`src/rtl/pipeHazardPkg.sv`:
```
package pipeHazardPkg;
  localparam int NUM_SRC = 2;

  typedef struct packed {
    logic               stall;
    logic               redirect;
    logic [NUM_SRC-1:0] fwd;
  } hazStrobeT;
endpackage

```
`src/rtl/regMatch.sv`:
```
module regMatch #(
  parameter int REG_W = 5
) (
  input  logic             srcUsed,
  input  logic [REG_W-1:0] srcReg,
  input  logic             dstWrite,
  input  logic [REG_W-1:0] dstReg,
  output logic             hit
);
  localparam logic [REG_W-1:0] ZERO_REG = '0;

  always_comb begin
    hit = srcUsed && dstWrite && (dstReg != ZERO_REG) && (dstReg == srcReg);
  end
endmodule

```
`src/rtl/hazardDetect.sv`:
```
module hazardDetect
  import pipeHazardPkg::*;
#(
  parameter int REG_W = 5
) (
  input  logic                          clk,
  input  logic                          rstN,
  input  logic [NUM_SRC-1:0]            srcUsed,
  input  logic [NUM_SRC-1:0][REG_W-1:0] srcReg,
  input  logic                          idIsBranch,
  input  logic                          branchCondMet,
  input  logic                          exRegWrite,
  input  logic                          exIsLoad,
  input  logic [REG_W-1:0]              exRd,
  input  logic                          memRegWrite,
  input  logic                          memIsLoad,
  input  logic [REG_W-1:0]              memRd,
  output hazStrobeT                     strobes
);
  logic [NUM_SRC-1:0] exHit;
  logic [NUM_SRC-1:0] memHit;
  logic anyExHit, anyMemHit;
  logic loadUse, branchOnEx, branchOnMemLoad, stallNow;

  for (genvar s = 0; s < NUM_SRC; s++) begin : g_src
    regMatch #(.REG_W(REG_W)) u_exMatch (
      .srcUsed (srcUsed[s]),
      .srcReg  (srcReg[s]),
      .dstWrite(exRegWrite),
      .dstReg  (exRd),
      .hit     (exHit[s])
    );
    regMatch #(.REG_W(REG_W)) u_memMatch (
      .srcUsed (srcUsed[s]),
      .srcReg  (srcReg[s]),
      .dstWrite(memRegWrite),
      .dstReg  (memRd),
      .hit     (memHit[s])
    );
  end

  always_comb begin
    anyExHit        = |exHit;
    anyMemHit       = |memHit;
    loadUse         = exIsLoad && anyExHit;
    branchOnEx      = idIsBranch && anyExHit;
    branchOnMemLoad = idIsBranch && memIsLoad && anyMemHit;
    stallNow        = loadUse || branchOnEx || branchOnMemLoad;

    strobes.stall    = stallNow;
    strobes.redirect = idIsBranch && branchCondMet && !stallNow;
    for (int s = 0; s < NUM_SRC; s++) begin
      strobes.fwd[s] = idIsBranch && !stallNow && memHit[s];
    end
  end

  AST_ZERO_NEVER_STALLS: assert property (@(posedge clk) disable iff (!rstN)
    (exRd == '0 && memRd == '0) |-> !strobes.stall);
  AST_PLAIN_NO_MEM_STALL: assert property (@(posedge clk) disable iff (!rstN)
    (!idIsBranch && !(exRegWrite && exIsLoad)) |-> !strobes.stall);
  AST_BRANCH_LOAD_TWO: assert property (@(posedge clk) disable iff (!rstN)
    (idIsBranch && srcUsed[0] && exRegWrite && exIsLoad && exRd != '0 && exRd == srcReg[0])
      |-> strobes.stall);
  AST_BYPASS_ONLY_FREE: assert property (@(posedge clk) disable iff (!rstN)
    (|strobes.fwd) |-> (idIsBranch && memRegWrite && !memIsLoad));
endmodule

```
`src/rtl/hazardDrive.sv`:
```
module hazardDrive
  import pipeHazardPkg::*;
(
  input  logic               clk,
  input  logic               rstN,
  input  hazStrobeT          strobes,
  output logic               pcWrite,
  output logic               ifIdWrite,
  output logic               ifIdFlush,
  output logic               idExBubble,
  output logic               pcSelTarget,
  output logic [NUM_SRC-1:0] brFwd
);
  always_comb begin
    pcWrite     = !strobes.stall;
    ifIdWrite   = !strobes.stall;
    idExBubble  = strobes.stall;
    pcSelTarget = strobes.redirect;
    ifIdFlush   = strobes.redirect;
    brFwd       = strobes.fwd;
  end

  AST_STALL_FREEZES: assert property (@(posedge clk) disable iff (!rstN)
    idExBubble |-> (!pcWrite && !ifIdWrite));
  AST_STALL_BEATS_FLUSH: assert property (@(posedge clk) disable iff (!rstN)
    idExBubble |-> (!ifIdFlush && !pcSelTarget));
  AST_FLUSH_WITH_TARGET: assert property (@(posedge clk) disable iff (!rstN)
    ifIdFlush |-> (pcSelTarget && pcWrite && ifIdWrite));
  AST_BYPASS_NOT_FROZEN: assert property (@(posedge clk) disable iff (!rstN)
    (|brFwd) |-> !idExBubble);
endmodule

```
`src/rtl/pipeHazardCtl.sv`:
```
module pipeHazardCtl
  import pipeHazardPkg::*;
#(
  parameter int REG_W = 5
) (
  input  logic             clk,
  input  logic             rstN,
  input  logic             idUsesRs,
  input  logic             idUsesRt,
  input  logic [REG_W-1:0] idRs,
  input  logic [REG_W-1:0] idRt,
  input  logic             idIsBranch,
  input  logic             branchCondMet,
  input  logic             exRegWrite,
  input  logic             exIsLoad,
  input  logic [REG_W-1:0] exRd,
  input  logic             memRegWrite,
  input  logic             memIsLoad,
  input  logic [REG_W-1:0] memRd,
  output logic             pcWrite,
  output logic             ifIdWrite,
  output logic             ifIdFlush,
  output logic             idExBubble,
  output logic             pcSelTarget,
  output logic             brFwdRs,
  output logic             brFwdRt
);
  hazStrobeT                     strobes;
  logic [NUM_SRC-1:0]            srcUsed;
  logic [NUM_SRC-1:0][REG_W-1:0] srcReg;
  logic [NUM_SRC-1:0]            brFwd;

  always_comb begin
    srcUsed = {idUsesRt, idUsesRs};
    srcReg  = {idRt, idRs};
    brFwdRs = brFwd[0];
    brFwdRt = brFwd[1];
  end

  hazardDetect #(.REG_W(REG_W)) u_detect (
    .clk          (clk),
    .rstN         (rstN),
    .srcUsed      (srcUsed),
    .srcReg       (srcReg),
    .idIsBranch   (idIsBranch),
    .branchCondMet(branchCondMet),
    .exRegWrite   (exRegWrite),
    .exIsLoad     (exIsLoad),
    .exRd         (exRd),
    .memRegWrite  (memRegWrite),
    .memIsLoad    (memIsLoad),
    .memRd        (memRd),
    .strobes      (strobes)
  );

  hazardDrive u_drive (
    .clk        (clk),
    .rstN       (rstN),
    .strobes    (strobes),
    .pcWrite    (pcWrite),
    .ifIdWrite  (ifIdWrite),
    .ifIdFlush  (ifIdFlush),
    .idExBubble (idExBubble),
    .pcSelTarget(pcSelTarget),
    .brFwd      (brFwd)
  );
endmodule

```
`config.mk`:
```
export PLATFORM = sky130hd
export DESIGN_NAME = pipeHazardCtl
export DESIGN_NICKNAME = d
export VERILOG_FILES = /design/src/rtl/pipeHazardPkg.sv /design/src/rtl/regMatch.sv /design/src/rtl/hazardDetect.sv /design/src/rtl/hazardDrive.sv /design/src/rtl/pipeHazardCtl.sv
export SDC_FILE = /design/constraint.sdc
export NUM_CORES = 1
export LEC_CHECK = 0
export BUFFER_PORTS_ARGS = -buffer_cell sky130_fd_sc_hd__buf_4
export CORE_AREA = 2 2 39 41
export DETAILED_ROUTE_END_ITERATION = 8
export DIE_AREA = 0 0 41 43
export PLACE_DENSITY = 0.67
export SYNTH_ARGS = -nofsm -noshare
export SYNTH_HDL_FRONTEND = slang
export SYNTH_SLANG_ARGS = --single-unit
```
`constraint.sdc`:
```
create_clock -name vclk -period 2.8
set_input_delay 0.28 -clock vclk [all_inputs]
set_output_delay 0.28 -clock vclk [all_outputs]
set_load 0.005 [all_outputs]
```
==> impl_metrics.py <==
metrics = {
    "logic_synthesis": {
        "yosys.area.top_type": "xor2_1",
        "synthXorXnorAreaFrac": 0.5185,
        "synth-simple-area-share": 0.2926,
        "synth.top_cell.area_share": 0.4148,
        "ys_seq_area_frac": 0,
        "synth_cell_type_count": 17,
        "synth_compound_area_frac": 0.1444,
        "syn_nets": 72,
        "synthTopCellsByArea": "xor2_1 41%, xnor2_1 10%, and4bb_2 7.4%",
        "synthAdderAreaFrac": 0,
        "syn_inst": 42,
        "syn_area_um2": 337.8,
        "synth_top_family_by_area": "XOR/XNOR gates",
        "synth_area_per_cell_um2": 8.043,
        "ys_warn_count": 0,
        "synthMuxAreaShare": 0,
    },
    "place": {
        "post-dp-hpwl_um": 987,
        "dp.cells": 91,
        "portBuffers": 35,
        "place_congestion": 0.8080,
        "dp_slack_ns": 0.8492,
    },
    "grt": {
        "grt_max_degree": 6,
        "grt_pass1_wl_mm": 1.621,
        "antenna_found_initial": 0,
        "grt_use_total": 0.1239,
        "grt_pass1_vias": 429,
        "grt_overflow_total": 0,
    },
    "floorplanning": {
        "initial_core_util": 0.2441,
        "coreArea_mm2": 0.001384,
        "die_area_mm2": 0.001763,
        "ioPinCount": 37,
        "rows": 14,
        "die-height_um": 43,
        "die_x_um": 41,
    },
    "timing": {
        "worst_pin_slew_ns": 0.2989,
        "rsz0062_at_grt": "no",
        "timing.final.crit_share": 0.6963,
        "finalSetupViolations": 0,
        "slew-limit-headroom": 0.7989,
        "setup_tns_ns": 0,
        "fin_crit_ns": 1.950,
        "slew_violations": 0,
        "finalWorstSetupSlack_ns": 0.8504,
        "max_freq_ghz": 0.5129,
        "hold_violations": 0,
    },
    "finish": {
        "fin_nets": 107,
        "nClkBuffers": 0,
        "diodes": 0,
        "design.seq.count": 0,
        "drive_gt1_frac": 0.5200,
        "fill_cells": 151,
        "fin_cells": 91,
        "area_growth_pct": 79.26,
        "regArea_um2": 0,
    },
    "worst_hold_path": {
        "min-delay-start": "memIsLoad",
        "hp-class": "in2out",
    },
    "routing": {
        "ant_nets": 0,
        "vias": 449,
        "drt_iter0_markers": 5,
        "wl_mm": 1.072,
        "drc": 0,
        "wire_per_inst_um": 11.78,
        "vias_per_cell": 4.934,
        "first_pass_iters": 4,
    },
    "worst_setup_path": {
        "startpoint": "exRd[3]",
        "end_kind": "output port",
        "critical_path.max_fanout": 5,
        "crit_path_cell_trace": "buf_4, xor2_1, nor4_1, nand4_1, a21oi_2, and4bb_2, buf_4",
        "worstPathArrival_ns": 1.67,
        "crit_type": "in2out",
        "cp_slowest_cell": "nor4_1",
        "worstPathRequired_ns": 2.52,
        "crit_top_cell": "buf_4",
        "startpoint_type": "primary input",
        "cpPeakStageDelay_ns": 0.33,
    },
    "power_and_ir_drop": {
        "cellPowerDensity_mw_per_mm2": 128.2,
        "leakagePower_uw": 0.0002884,
        "ir_drop_mv": 0.04901,
    },
    "clock_network": {
        "ctsResizeCount": 0,
        "post_cts_buffers": 0,
        "holdBufCountCts": 0,
    },
    "job": {
        "drv_cap": 0,
    },
    "status": {
        "status": "completed",
    },
}
cell families (layout without fill, tap and decap cells):
| family | count (synthesis) | in the layout |
|---|---|---|
| xor gates and xnor gates | 20 | 20 |
| buffers and inverters | 2 | 35 |
| and+or+nand+nor | 14 | 14 |
| AOI/OAI and AO/OA | 6 | 6 |
metal layers:
metal	wire length (µm)	track usage
met5	0	0
met4	0	0
met3	128	0
met2	542	0.2438
met1	401	0.1456
worst max-delay path, delay by kind of cell:
| kind | cells | cell delay [ns] |
|---|---|---|
| xor gates and xnor gates | 1 | 0.16 |
| and+or+nand+nor | 3 | 0.74 |
| AOI/OAI and AO/OA | 1 | 0.23 |
| buffers and inverters | 2 | 0.26 |
cells in the mapped netlist:
cell type  count
a21oi_2        1
a311oi_1       1
a31o_2         1
a31oi_1        1
and3_1         2
and4bb_2       2
buf_4          2
nand2_1        1
nand4_1        2
nor4_1         4
o22ai_1        1
o311a_1        1
or2_1          1
or3_1          1
or4_1          1
xnor2_1        4
xor2_1        16
final timing paths:
| path | slack, ns | endpoint | cells past startpoint |
|---|---|---|---|
| max | 0.85 | brFwdRt | 7 |
| min | 0.88 | pcSelTarget | 3 |
final cells by class:
cell class	instances	area, µm²	area share
multi-input combinational	40	322.8	0.5331
timing repair buffer	35	262.8	0.4339
tap	16	20.02	0.03306
where the power goes:
part           total [µW]  leakage, µW  switching, µW  internal (µW)
registers               0            0              0              0
clock network           0            0              0              0
logic                77.6     0.000288           31.6           46.0
through the flow:
step / hold slack [ns] / area, µm² / total power [µW] / utilization
final: 0.8813 / 605.6 / 77.65 / 0.4376
after global routing: 0.9082 / 605.6 / 84.86 / 0.4376
after CTS: 0.8860 / 605.6 / 78.37 / 0.4376
after detailed placement: 0.8843 / 605.6 / 77.98 / 0.4376
after global placement: 0.8809 / 605.6 / 77.35 / 0.4376
after floorplan: 0.6434 / 337.8 / 29.13 / -
placed cells by master (no fill, tap or decap):
cell type,n
or3_1,1
nor4_1,4
o311a_1,1
xor2_1,16
and3_1,2
nand2_1,1
and4bb_2,2
or4_1,1
buf_4,35
or2_1,1
a31oi_1,1
xnor2_1,4
nand4_1,2
a31o_2,1
a21oi_2,1
o22ai_1,1
a311oi_1,1
Note: power is estimated with default switching activity, not from simulation.
